<file path="src/rtl/sxc_pkg.sv">
package sxc_pkg;

    typedef enum logic [1:0] {
        ST_IDLE = 2'd0,
        ST_HOLD = 2'd1,
        ST_POLL = 2'd2
    } sxc_state_e;

    // bit positions inside the variant code
    localparam int KIND_W     = 3;
    localparam int KIND_DIR   = 2;
    localparam int KIND_NOBLK = 1;
    localparam int KIND_CTL   = 0;

    typedef struct packed {
        logic put;
        logic nonblk;
        logic ctl;
    } sxc_kind_t;

endpackage

</file>
<file path="src/rtl/sxc_kind_dec.sv">
module sxc_kind_dec
    import sxc_pkg::*;
(
    input  logic [KIND_W-1:0] kind_i,
    output sxc_kind_t         kind_o
);

    always_comb begin
        kind_o.put    = kind_i[KIND_DIR];
        kind_o.nonblk = kind_i[KIND_NOBLK];
        kind_o.ctl    = kind_i[KIND_CTL];
    end

endmodule

</file>
<file path="src/rtl/sxc_timer.sv">
module sxc_timer #(
    parameter int LIMIT = 1
) (
    input  logic clk,
    input  logic rst,
    input  logic run_i,
    output logic expire_o
);

    localparam int CNT_W = (LIMIT < 2) ? 1 : $clog2(LIMIT);
    localparam logic [CNT_W-1:0] LAST = CNT_W'(LIMIT - 1);

    logic [CNT_W-1:0] cnt_q;

    always_ff @(posedge clk) begin
        if (rst || !run_i) begin
            cnt_q <= '0;
        end else if (cnt_q != LAST) begin
            cnt_q <= cnt_q + 1'b1;
        end
    end

    assign expire_o = run_i && (cnt_q == LAST);


    cnt_bound_chk: assert property (@(posedge clk) disable iff (rst)
        cnt_q <= LAST);

endmodule

</file>
<file path="src/rtl/sxc_fsm.sv">
module sxc_fsm
    import sxc_pkg::*;
(
    input  logic clk,
    input  logic rst,
    input  logic req_i,
    input  logic nonblk_i,
    input  logic ack_i,
    input  logic expire_i,
    output logic busy_o,
    output logic poll_o,
    output logic accept_o,
    output logic finish_o,
    output logic timeout_o
);

    sxc_state_e state_q;
    sxc_state_e state_d;

    always_ff @(posedge clk) begin
        if (rst) begin
            state_q <= ST_IDLE;
        end else begin
            state_q <= state_d;
        end
    end

    always_comb begin
        state_d = state_q;
        unique case (state_q)
            ST_IDLE: if (req_i)              state_d = nonblk_i ? ST_POLL : ST_HOLD;
            ST_HOLD: if (ack_i)              state_d = ST_IDLE;
            ST_POLL: if (ack_i || expire_i)  state_d = ST_IDLE;
            default:                         state_d = ST_IDLE;
        endcase
    end

    always_comb begin
        busy_o    = 1'b0;
        poll_o    = 1'b0;
        accept_o  = 1'b0;
        finish_o  = 1'b0;
        timeout_o = 1'b0;
        unique case (state_q)
            ST_IDLE: accept_o = req_i;
            ST_HOLD: begin
                busy_o   = 1'b1;
                finish_o = ack_i;
            end
            ST_POLL: begin
                busy_o    = 1'b1;
                poll_o    = 1'b1;
                finish_o  = ack_i || expire_i;
                timeout_o = !ack_i && expire_i;
            end
            default: ;
        endcase
    end


    hold_wait_chk: assert property (@(posedge clk) disable iff (rst)
        (state_q == ST_HOLD && !ack_i) |=> (state_q == ST_HOLD));


    finish_idle_chk: assert property (@(posedge clk) disable iff (rst)
        finish_o |=> (state_q == ST_IDLE));

endmodule

</file>
<file path="src/rtl/sxc_xfer_regs.sv">
module sxc_xfer_regs #(
    parameter int CHAN_W = 5,
    parameter int DATA_W = 32
) (
    input  logic              clk,
    input  logic              rst,
    input  logic              accept_i,
    input  logic              finish_i,
    input  logic              timeout_i,
    input  logic              put_i,
    input  logic              ctl_i,
    input  logic [CHAN_W-1:0] chan_i,
    input  logic [DATA_W-1:0] wdata_i,
    input  logic [DATA_W-1:0] lnk_rdata_i,
    output logic              we_o,
    output logic              ctl_o,
    output logic [CHAN_W-1:0] chan_o,
    output logic [DATA_W-1:0] wdata_o,
    output logic [DATA_W-1:0] rdata_o,
    output logic              done_o,
    output logic              load_o,
    output logic              fail_o
);

    logic got_word;
    assign got_word = finish_i && !timeout_i && !we_o;

    // request fields, captured once per transfer
    always_ff @(posedge clk) begin
        if (rst) begin
            we_o    <= 1'b0;
            ctl_o   <= 1'b0;
            chan_o  <= '0;
            wdata_o <= '0;
        end else if (accept_i) begin
            we_o    <= put_i;
            ctl_o   <= ctl_i;
            chan_o  <= chan_i;
            wdata_o <= wdata_i;
        end
    end

    // completion results toward the core
    always_ff @(posedge clk) begin
        if (rst) begin
            rdata_o <= '0;
            done_o  <= 1'b0;
            load_o  <= 1'b0;
            fail_o  <= 1'b0;
        end else begin
            done_o <= finish_i;
            load_o <= got_word;
            if (got_word) begin
                rdata_o <= lnk_rdata_i;
            end
            if (finish_i) begin
                fail_o <= timeout_i;
            end
        end
    end


    load_ok_chk: assert property (@(posedge clk) disable iff (rst)
        load_o |-> (done_o && !fail_o && !we_o));


    done_single_chk: assert property (@(posedge clk) disable iff (rst)
        done_o |=> !done_o);

endmodule

</file>
<file path="src/rtl/stream_xfer_ctl.sv">
module stream_xfer_ctl
    import sxc_pkg::*;
#(
    parameter int CHAN_W  = 5,
    parameter int DATA_W  = 32,
    parameter int NB_WAIT = 1
) (
    input  logic              clk,
    input  logic              rst,
    input  logic              req_valid_i,
    input  logic [2:0]        req_kind_i,
    input  logic [CHAN_W-1:0] req_chan_i,
    input  logic [DATA_W-1:0] req_wdata_i,
    output logic [DATA_W-1:0] core_rdata_o,
    output logic              core_stall_o,
    output logic              core_done_o,
    output logic              core_load_o,
    output logic              core_fail_o,
    output logic              lnk_stb_o,
    output logic              lnk_we_o,
    output logic              lnk_ctl_o,
    output logic [CHAN_W-1:0] lnk_chan_o,
    output logic [DATA_W-1:0] lnk_wdata_o,
    input  logic [DATA_W-1:0] lnk_rdata_i,
    input  logic              lnk_ack_i
);

    sxc_kind_t kind;
    logic      busy, poll, accept, finish, timeout, expire;

    sxc_kind_dec u_dec (
        .kind_i (req_kind_i),
        .kind_o (kind)
    );

    sxc_timer #(.LIMIT(NB_WAIT)) u_timer (
        .clk      (clk),
        .rst      (rst),
        .run_i    (poll),
        .expire_o (expire)
    );

    sxc_fsm u_fsm (
        .clk       (clk),
        .rst       (rst),
        .req_i     (req_valid_i),
        .nonblk_i  (kind.nonblk),
        .ack_i     (lnk_ack_i),
        .expire_i  (expire),
        .busy_o    (busy),
        .poll_o    (poll),
        .accept_o  (accept),
        .finish_o  (finish),
        .timeout_o (timeout)
    );

    sxc_xfer_regs #(.CHAN_W(CHAN_W), .DATA_W(DATA_W)) u_regs (
        .clk         (clk),
        .rst         (rst),
        .accept_i    (accept),
        .finish_i    (finish),
        .timeout_i   (timeout),
        .put_i       (kind.put),
        .ctl_i       (kind.ctl),
        .chan_i      (req_chan_i),
        .wdata_i     (req_wdata_i),
        .lnk_rdata_i (lnk_rdata_i),
        .we_o        (lnk_we_o),
        .ctl_o       (lnk_ctl_o),
        .chan_o      (lnk_chan_o),
        .wdata_o     (lnk_wdata_o),
        .rdata_o     (core_rdata_o),
        .done_o      (core_done_o),
        .load_o      (core_load_o),
        .fail_o      (core_fail_o)
    );

    assign lnk_stb_o    = busy;
    assign core_stall_o = busy;


    rst_quiet_chk: assert property (@(posedge clk)
        rst |=> (!lnk_stb_o && !core_done_o && !core_fail_o));


    stb_release_chk: assert property (@(posedge clk) disable iff (rst)
        (lnk_stb_o && lnk_ack_i) |=> !lnk_stb_o);


    accept_open_chk: assert property (@(posedge clk) disable iff (rst)
        (!lnk_stb_o && req_valid_i) |=> lnk_stb_o);


    fields_hold_chk: assert property (@(posedge clk) disable iff (rst)
        (lnk_stb_o && !finish) |=> ($stable(lnk_chan_o) && $stable(lnk_wdata_o)
                                    && $stable(lnk_we_o) && $stable(lnk_ctl_o)));


    fail_hold_chk: assert property (@(posedge clk) disable iff (rst)
        !finish |=> $stable(core_fail_o));

endmodule

</file>
<file path="config.mk">
export PLATFORM = sky130hd
export DESIGN_NAME = stream_xfer_ctl
export DESIGN_NICKNAME = d
export VERILOG_FILES = /design/src/rtl/sxc_pkg.sv /design/src/rtl/sxc_kind_dec.sv /design/src/rtl/sxc_timer.sv /design/src/rtl/sxc_fsm.sv /design/src/rtl/sxc_xfer_regs.sv /design/src/rtl/stream_xfer_ctl.sv
export SDC_FILE = /design/constraint.sdc
export NUM_CORES = 1
export LEC_CHECK = 0
export ABC_CLOCK_PERIOD_IN_PS = 2100
export BUFFER_PORTS_ARGS = -buffer_cell sky130_fd_sc_hd__buf_2
export CAP_MARGIN = 25
export CORE_ASPECT_RATIO = 0.5
export CORE_MARGIN = 2
export CORE_UTILIZATION = 45
export DETAILED_ROUTE_END_ITERATION = 16
export HOLD_SLACK_MARGIN = 0.08
export PLACE_DENSITY = 0.79
export SLEW_MARGIN = 0
export SYNTH_ARGS = -nofsm -noshare
export SYNTH_HDL_FRONTEND = slang
export SYNTH_SLANG_ARGS = --single-unit
</file>
<file path="constraint.sdc">
create_clock -name clk -period 2.1 [get_ports clk]
set_input_delay 0.42 -clock clk [delete_from_list [all_inputs] [get_ports clk]]
set_output_delay 0.42 -clock clk [all_outputs]
set_load 0.01 [all_outputs]
</file>
After elaboration in Yosys (flattened, before gate mapping)
Index checks and enable logic that the tools add are counted.
{"block": "totals", "reg_bits": 77, "latchBits": 0, "ramBits": 0, "rom_bits": 0, "input_bits": 76, "out_inout_bits": 76, "word_cells": 41, "memories": 0}
{"block": "classes", "addsub": 1, "mul": 0, "div": 0, "order_cmp": 0, "eq_ne": 5, "n_shift": 0, "mux": 10, "bitwise": 1, "reduce_logical": 14}
{"cell": "$mux W2", "count": 4}
{"cell": "$pmux W2 S3", "count": 1}
{"cell": "$logic_and A1 B1 Y1", "count": 4}
{"cell": "$logic_not A1 Y1", "count": 4}
{"cell": "$mux W1", "count": 4}
{"cell": "$ne A2 B2 Y1 const B", "count": 2}
{"cell": "$reduce_or A2 Y1", "count": 2}
{"cell": "$reduce_and A3 Y1", "count": 1}
{"cell": "$eq A2 B1 Y1 const B", "count": 1}
{"cell": "$eq A2 B2 Y1 const B", "count": 1}
{"cell": "$logic_not A2 Y1", "count": 1}
{"cell": "$logic_or A1 B1 Y1", "count": 2}
{"cell": "$ne A2 B1 Y1 const B", "count": 1}
{"cell": "$pmux W1 S2", "count": 1}
{"cell": "$add A1 B1 Y1 const B", "count": 1}
{"cell": "$not A1 Y1", "count": 1}

Longest topological paths before layout
Gate-level depths: netlist (run 1).
{"block": "logic_depth", "word_depth": 8, "mapped_depth": 7, "depth_no_buf": 5}

Hierarchy
Synthesis (run 1) repeated with hierarchy kept, for this count alone.
{"block": "hier_totals", "cells_unflattened": 303, "area_unflattened_um2": 3235.6}
{"module": "sxc_xfer_regs", "n_inst": 1, "cells_each": 273, "area_per_inst_um2": 2960.3, "seq_area_each_um2": 1481.4}
{"module": "sxc_fsm", "n_inst": 1, "cells_each": 23, "area_per_inst_um2": 207.7, "seq_area_each_um2": 40.0}
{"module": "sxc_timer", "n_inst": 1, "cells_each": 3, "area_per_inst_um2": 37.5, "seq_area_each_um2": 20.0}
{"module": "sxc_kind_dec", "n_inst": 1, "cells_each": 3, "area_per_inst_um2": 22.5, "seq_area_each_um2": 0.0}
{"module": "stream_xfer_ctl", "n_inst": 1, "cells_each": 1, "area_per_inst_um2": 7.5, "seq_area_each_um2": 0.0}

Least setup slack after synthesis (run 1)
Ideal clock, no wire load.
{"block": "synth_path", "kind": "register -> register", "start": "reg u_fsm.state_q[0]", "end": "reg u_regs.rdata_o[10]", "setup_time_ns": 0.072, "arrival_ns": 1.524, "required_ns": 2.028, "slack_ns": 0.504, "stages_incl_launch_ff": 7, "path_buffers": 1, "synth_period_minus_slack_ns": 1.596, "cell_sequence": "dfxtp_1 -> inv_1 -> ha_1 -> o211ai_1 -> nor2_2 -> buf_6 -> mux2i_1"}
{"block": "synth_between", "elab_chain_cells": 8, "elab_cells_between_ends": 11, "classes_between": "eq/ne (2); mux (3); reduce/logical (6)"}
{"item": "from (decl)", "line_no": "sxc_fsm.sv:17", "rtl": "sxc_state_e state_q;"}
{"item": "from (signal assigned)", "line_no": "sxc_fsm.sv:24", "rtl": "state_q <= state_d;"}
{"item": "$eq A2 B2 Y1", "line_no": "sxc_fsm.sv:44", "rtl": "unique case (state_q)"}
{"item": "$mux W1", "line_no": "sxc_fsm.sv:44"}
{"item": "$logic_and A1 B1 Y1", "line_no": "sxc_timer.sv:23", "rtl": "assign expire_o = run_i && (cnt_q == LAST);"}
{"item": "$logic_and A1 B1 Y1", "line_no": "sxc_fsm.sv:54", "rtl": "timeout_o = !ack_i && expire_i;"}
{"item": "$mux W1", "line_no": "sxc_fsm.sv:44"}
{"item": "$logic_not A1 Y1", "line_no": "sxc_xfer_regs.sv:26", "rtl": "assign got_word = finish_i && !timeout_i && !we_o;"}
{"item": "$logic_and A1 B1 Y1 * (2 in series)", "line_no": "sxc_xfer_regs.sv:26"}
{"item": "to (signal assigned)", "line_no": "sxc_xfer_regs.sv:54", "rtl": "rdata_o <= lnk_rdata_i;"}
{"item": "to (decl)", "line_no": "sxc_xfer_regs.sv:19", "rtl": "output logic [DATA_W-1:0] rdata_o,"}
Mark *: on every way between the ends. The rest lies on a longest branch, timed or not.
A chain may end at the register's enable or synchronous reset.

Worst setup path after layout (run 1)
{"block": "layout_path", "start": "reg u_fsm.state_q[0]", "end": "out core_stall_o"}
{"block": "layout_between", "elab_chain_cells": 3, "elab_cells_between_ends": 4, "classes_between": "eq/ne (2); mux (1); reduce/logical (1)"}
{"item": "$eq A2 B1 Y1 / $eq A2 B2 Y1 (equally long branches)", "line_no": "sxc_fsm.sv:44"}
{"item": "$reduce_or A2 Y1 (no line) *"}
{"item": "$mux W1 *", "line_no": "sxc_fsm.sv:44"}
{"item": "to (decl)", "line_no": "stream_xfer_ctl.sv:15", "rtl": "output logic core_stall_o,"}
Marks and branches as above.

==> results.md, run 1 <==
* Setup violators final at 0
* Core area at approximately 6600 um^2
* FF-to-FF Start: u_fsm.state_q[0]
* Part of the cycle the worst path needs at 79.5%
* Initial DRC count at 136
* DRC at 0
* Largest net degree at the start of global routing at 109
* Drt via density at approximately 4.6
* Hold-fix buffers at CTS at 0
* Final Util at a little under two thirds
* Share of the synthesized area in the top cell type at 50.2%
* Final WL at roughly 6600 um
* Critical R2R Capture: u_regs.rdata_o[21]
* Post-route ant nets at 0
* R2r setup slk at 0.45 ns
* Sequential share of the synthesized area at around half
* Final Hold Vio Count at 0
* First drt pass iteration count at 4
* Worst-skew pair later-pin latency at 0.32 ns
* Synth Cell Area at roughly 3100 um^2
* Share of layout cells above drive strength 1 at a little over a third
* Startpoint Class: flip-flop
* PwrDens at 869 nW/um^2
* H-tree levels at 3
* Dpl ws at 0.424 ns
* Dpl hpwl at ~4600 um
* Crit. End Element: output port
* Max-cap violations at 0
* Worst min path class: input port to flip-flop
* Highest net fanout along the worst path at 5
* Max clock buf depth at 2
* Detailed-route via count at 2645
* WS Path Type: flip-flop to output port
* Port bufs at 151
* Die Wd at 121 um
* Area grow syn2layout at 37.4%
* Peak VDD IR at 0.642 mV
* Final Slew Violations at 0
* Syn nets at 421
* Setup WS post-layout at 0.430 ns
* Worst reg2reg path depth at 6
* Setup Skew at around 0.0043 ns
* Worst EP required at 1.68 ns
* Yosys reg bits at 77
* Synth area leaders: dfxtp_1 (50%), nand2b_1 (13%), mux2i_1 (10%)
* Leakage power at between 0.0015 and 0.002 uW
* Post CTS Setup Buffer Count at 0
* FMAX at 0.599 GHz
* Worst Hold Endpoint: u_regs.wdata_o[29]
* Final hold slack at approximately 0.33 ns
* Crit path time final at 1.67 ns
* Syn Inst Count at 342
* # nets final at 565
* Area post-placement at 3880 um^2
* Status: completed
* Io pins at ~150
* Synth area leader: dfxtp_1
* First-pass GRT wire length at 11000 um
* DIE AREA at 7540 um^2
* CTS resizes at 0
* Setup TNS Final at 0 ns
* Die Y at 62.4 um
* Yosys warnings at 0
* Overall Global Routing Usage at 18.2%
* Reg clk slew, reported paths at 0.06 ns
* RSZ-0062 raised after global routing: false
* Starting density of the core at 46.2%
* Num CTS Buffers at 9
* ANT cells at 0
* Final instance area at around 4200 um^2
* CTS tree: done
* GPL Wtd Cong at 0.744
* Syn avg cell area at between 8 and 9 um^2
* CTS Sinks at 77
* CTS root buf: clkbuf_16
* Initial antenna violation count at 0
* Vias in the first global route at 2449
* Routed len/inst at 11.4 um
* Hold path startpoint: req_wdata_i[29]
* Library cells used by synthesis at 24
* Crit path arrival time at 1.25 ns
* Cell Rows at 21
* WHS Path Cells at 3
* GRT overflow at 0
-- routing by layer --
metal	vias to the layer above	GRT usage (%)	wire [um]
li1	1382	-	-
met5	-	0	0
met1	1192	20.2	2790
met2	62	31.9	3390
met3	9	7.03	390
met4	0	6.40	78
-- how the worst max path moves through the flow --
| stage | start | end | slack [ns] | depth (start not counted) |
|---|---|---|---|---|
| after CTS | u_fsm.state_q[0] | core_stall_o | 0.41 | 3 |
| after global routing | u_fsm.state_q[0] | u_regs.rdata_o[13] | 0.27 | 6 |
| final | u_fsm.state_q[0] | core_stall_o | 0.43 | 3 |
| after global placement | u_fsm.state_q[0] | u_regs.rdata_o[9] | 0.54 | 6 |
| after detailed placement | u_fsm.state_q[0] | u_regs.rdata_o[21] | 0.42 | 6 |
| after floorplan | u_fsm.state_q[0] | u_regs.rdata_o[10] | 0.50 | 6 |
-- sequential cells by signal (all words and copies together), names as in the netlist --
name,count
u_regs.wdata_o,32
u_regs.fail_o,1
u_timer.cnt_q,1
u_regs.we_o,1
u_regs.rdata_o,32
u_regs.ctl_o,1
u_fsm.state_q,2
u_regs.chan_o,5
u_regs.done_o,1
u_regs.load_o,1
-- synth_stat cells --
cell type and instances:
a21oi_1 41, and2_1 1, and2b_1 1, and2b_2 1
and3b_1 3, buf_2 4, buf_4 2, buf_6 3
clkbuf_1 14, clkbuf_8 1, conb_1 1, dfxtp_1 77
ha_1 3, inv_1 4, mux2i_1 32, nand2_1 79
nand2b_1 64, nor2_1 1, nor2_2 1, nor3_1 1
o211ai_1 1, o21ai_0 3, o31ai_1 2, or4_1 2
-- cells in the final DEF, fill, tap and decap left out --
master	synthesis	routed
conb_1	1	1
o31ai_1	2	2
buf_4	2	4
buf_12	0	2
inv_1	4	4
clkbuf_16	0	9
nor2_1	1	1
and2_1	1	1
buf_2	4	151
mux2i_1	32	32
a21oi_1	41	41
nor3_1	1	1
bufinv_16	0	3
or4_1	2	2
dfxtp_1	77	77
clkinvlp_4	0	1
ha_1	3	3
nor2_4	0	1
and2b_1	1	1
o211ai_1	1	1
and3b_1	3	3
nand2_1	79	79
nand2b_1	64	64
o21ai_0	3	3
clkbuf_8	1	1
and2b_2	1	1
-- power breakdown --
group          total, uW  internal [uW]  switching (uW)  leakage [uW]
logic                393            185             208       0.00117
registers           1560           1530            30.8      0.000628
clock network       1720           1180             539      0.000161
total               3670           2890             777       0.00196
-- cells by family after synthesis --
family / after synthesis / synth area share, %
simple gates: 154 / 25.3
flops: 77 / 50.2
compound gates: 47 / 7.90
mux: 32 / 10.4
buf+inv: 28 / 4.89
fa+ha+maj: 3 / 1.22
other cells: 1 / 0.122
-- stage by stage --
stage	power, uW	cells
2_1_floorplan	1820	342
3_3_place_gp	1980	567
3_5_place_dp	1990	567
4_1_cts	3720	581
5_1_grt	3840	581
6_report	3670	581
-- final cells by class --
class | count | area (um^2)
clock inverter | 4 | 97.6
clock buffer | 10 | 239
fill | 555 | 2430
timing repair buffer | 157 | 826
sequential | 77 | 1540
multi-input combinational | 237 | 1390
tap | 92 | 115
inverter | 4 | 15.0
-- critical path: stages, from the launching register on --
cell	delay (ns)
dfxtp_1	0.35
inv_1	0.07
ha_1	0.34
buf_2	0.16
Power figures use the tool's default switching activity.
==> run 2: changes to the inputs <==
- ABC_AREA: not set -> 1
- ABC_CLOCK_PERIOD_IN_PS: 2100 -> 1600
- PLACE_DENSITY: 0.79 -> 0.8
- clock period: 2.1 -> 1.6 ns (I/O delays scaled with it)
==> run 2 against run 1 <==
  * Worst hold slack got worse by 0.12 ns
  * Sequential power rose by 34%
  * Global-route usage rose by 1.9 points
  * Non-clock buffer count rose by 2
  * First-iteration DRC count fell by 18%
  * Via count rose by 8.1%
  * Synthesized area fell by 4.4%
  * Sequential share of layout area rose by 0.45 points
  * Clock skew rose by 0.0015 ns
  * Largest power group unchanged
  * Worst setup slack got worse by 0.37 ns
  * Highest routed layer unchanged
  * Die area fell by 4.2%
  * Combinational power rose by 56%
==> results.md, run 2 <==
* Hold-fix buffers at CTS at 0 (unchanged)
* Dpl hpwl at 4990 um (was 4580 um)
* Final Slew Violations at 0 (unchanged)
* Commonest cells in the synthesized netlist: nor2_1 (144), dfxtp_1 (77), nand2_1 (72) (was nand2_1 (79), dfxtp_1 (77), nand2b_1 (64))
* Die Y at 61.1 um (was 62.4 um)
* Logic pwr share at 11.9% (was 10.7%)
* Ys flop type: dfxtp_1 (unchanged)
* CTS root buf: clkbuf_16 (unchanged)
* Syn Inst Count at 412 (was 342)
* Initial antenna violation count at 0 (unchanged)
* Final WL at 7130 um (was 6640 um)
* Post-route ant nets at 0 (unchanged)
* CP cell instances: inv_1, ha_4, buf_2 (was inv_1, ha_1, buf_2)
* Starting density of the core at 47.5% (was 46.2%)
* Overall Global Routing Usage at 20.1% (was 18.2%)
* Worst-skew pair later-pin latency at 0.33 ns (was 0.32 ns)
* WHS Path Cells at 3 (unchanged)
* Synth area leaders: dfxtp_1 (52%), nor2_1 (18%), nand2_1 (9.2%) (was dfxtp_1 (50%), nand2b_1 (13%), mux2i_1 (10%))
* Setup violators final at 0 (unchanged)
* Largest net degree at the start of global routing at 40 (was 109)
* Initial DRC count at 111 (was 136)
* Startpoint Class: flip-flop (unchanged)
* Area grow syn2layout at 41.9% (was 37.4%)
* Synth Cell Area at 2940 um^2 (was 3070 um^2)
* Share of layout cells above drive strength 1 at 31.9% (was 35.4%)
* Setup TNS Final at 0 ns (unchanged)
* FMAX at 0.647 GHz
* Clk pwr share at 47.5% (was 46.8%)
* Syn nets at 491 (was 421)
* Detailed-route via count at 2858 (was 2645)
* GPL Wtd Cong at 0.753 (was 0.744)
* Post CTS Setup Buffer Count at 0 (unchanged)
* Post-synth EDFFs at 0 (unchanged)
* Largest delay share family, worst path: flip-flops (unchanged)
* Leakage power at 0.00233 uW (was 0.00196 uW)
* Sequential share of the synthesized area at 52.5% (was 50.2%)
* Worst reg2reg path depth at 8 (was 6)
* Synth area leader: dfxtp_1 (unchanged)
* P_sw at 1180 uW (was 777 uW)
* Commonest non-fill, non-tap cell in the layout: buf_2 (unchanged)
* Buffers & Inverters on Critical Path at 2 (unchanged)
* Part of the cycle the worst path needs at 96.5%
* H-tree levels at 3 (unchanged)
* DRC at 0 (unchanged)
* Share of the synthesized area in the top cell type at 52.5% (was 50.2%)
* Critical path's slowest cell: dfxtp_1 (unchanged)
* Num CTS Buffers at 9 (unchanged)
* Cell Rows at 20 (was 21)
* Crit path arrival time at 1.22 ns (was 1.25 ns)
* Reg clk slew, reported paths at 0.06 ns (about the same)
* Vias in the first global route at 2589 (was 2449)
* FFs w/ async S/R, synth at 0% (unchanged)
* Sequential share of power at 40.6% (was 42.5%)
* Die Wd at 118 um (was 121 um)
* DIE AREA at 7230 um^2 (was 7540 um^2)
* Crit-path max cell delay at 0.36 ns (was 0.35 ns)
* PwrDens at 1240 nW/um^2 (was 869 nW/um^2)
* Core area at 6180 um^2 (was 6650 um^2)
* Library cells used by synthesis at 18 (was 24)
* Top flop regs: u_regs.rdata_o: 32 flops, u_regs.wdata_o: 32 flops, u_regs.chan_o: 5 flops (unchanged)
* Status: completed (unchanged)
* GRT overflow at 0 (unchanged)
* Drt via density at 4.38 (was 4.55)
* Io pins at 152 (unchanged)
* Switching share of total power at 22.8% (was 21.2%)
* First drt pass iteration count at 5 (was 4)
* Commonest cells after routing, fill and taps aside: buf_2 (151), nor2_1 (144), dfxtp_1 (77), nand2_1 (72), inv_1 (40) (was buf_2 (151), nand2_1 (79), dfxtp_1 (77), nand2b_1 (64), a21oi_1 (41))
* Worst path depth at 3 (unchanged)
* Port bufs at 151 (unchanged)
* Final Hold Vio Count at 0 (unchanged)
* Yosys reg bits at 77 (unchanged)
* Yosys warnings at 0 (unchanged)
* Worst EP required at 1.28 ns (was 1.68 ns)
* Peak VDD IR at 1.02 mV (was 0.642 mV)
* Max clock buf depth at 2 (unchanged)
* First-pass GRT wire length at 11400 um (was 11000 um)
* ANT cells at 0 (unchanged)
* Setup Skew at 0.00579 ns (was 0.00427 ns)
* Routed len/inst at 10.9 um (was 11.4 um)
* Highest net fanout along the worst path at 4 (was 5)
* Dominant cell by count in the synthesized netlist: nor2_1 (was nand2_1)
* CTS tree: done (unchanged)
* Syn avg cell area at 7.13 um^2 (was 8.98 um^2)
* Final Util at 67.4% (was 63.5%)
* # nets final at 638 (was 565)
* Crit path time final at 1.54 ns
* Cell Int Power at 3980 uW (was 2890 uW)
* WS Path Type: flip-flop to output port (unchanged)
* Crit. End Element: output port (unchanged)
* CTS Sinks at 77 (unchanged)
* Max-cap violations at 0 (unchanged)
* RSZ-0062 raised after global routing: false (unchanged)
* Worst min path class: input port to flip-flop (unchanged)
-- run 2: cell count changes after synthesis, sizes merged, moves of 3 or more --
cell | previous run | this run
a21oi | 41 | 4
inv | 4 | 42
and3b | 3 | 0
buf | 9 | 12
nand2 | 79 | 72
nand4 | 0 | 3
nand2b | 64 | 0
o21ai | 3 | 40
mux2i | 32 | 0
nor2 | 2 | 144
clkbuf | 15 | 11
-- run 2: what timing repair did --
item / CTS / global route
cloned: 0 / 0
endpoints found under the setup margin: 2 / 5
gates resized for setup: 1 / 1
hold endpoints to repair: 0 / 0
-- run 2: cell type report --
cell class                 count  area [um^2]
fill                         584         2010
sequential                    77         1540
multi-input combinational    270         1130
timing repair buffer         159          866
clock buffer                   9          225
inverter                      42          158
clock inverter                 7          138
tap                           88          110
-- run 2: final timing paths --
check              startpoint                  to  slack (ns)
max          u_fsm.state_q[1]        core_stall_o        0.06
min           lnk_rdata_i[31]  u_regs.rdata_o[31]        0.21
max reg2reg  u_fsm.state_q[1]  u_regs.rdata_o[14]        0.12
min reg2reg     u_regs.fail_o       u_regs.fail_o        0.47
-- run 2: through the flow --
step                setup WS (ns)  area, um^2  hold slack [ns]  power (uW)  std cells
global route             0.000701        4170            0.200        5380        652
finish                     0.0553        4170            0.206        5160        652
CTS                        0.0426        4170            0.199        5210        652
floorplan                   0.175        2940            0.389        2460        412
global placement            0.208        3790            0.449        2730        636
detailed placement          0.135        3790            0.455        2740        636
-- run 2: logic make-up after synthesis --
logic type / Yosys count / share of synthesized area [%]
simple gates: 221 / 28.8
flops: 77 / 52.5
buf+inv: 65 / 9.54
compound gates: 45 / 7.75
fa+ha+maj: 3 / 1.28
other cells: 1 / 0.128
-- run 2: metal layers --
layer	share of wire (%)	vias to the layer above	track usage [%]	routed length (um)
li1	-	1523	-	-
met1	43	1241	22.0	3070
met2	49	81	36.0	3490
met3	6.5	13	7.59	461
met4	1.5	0	9.81	110
met5	0	-	0	0
-- run 2: power by group through the flow --
stage	Clock (uW)	Combinational, uW	Sequential (uW)
after global routing	2580	690	2110
after global placement	0	593	2130
after detailed placement	0	607	2140
after floorplan	0	269	2190
after CTS	2490	618	2100
final	2450	613	2090
-- run 2: worst reg2reg max path, stage by stage (launching register included) --
cell     delay [ns]
dfxtp_1        0.33
inv_1          0.12
ha_1           0.21
inv_1          0.05
nand2_1        0.10
nand4_2        0.17
buf_12         0.23
nor2_1         0.12
nor2_1         0.06
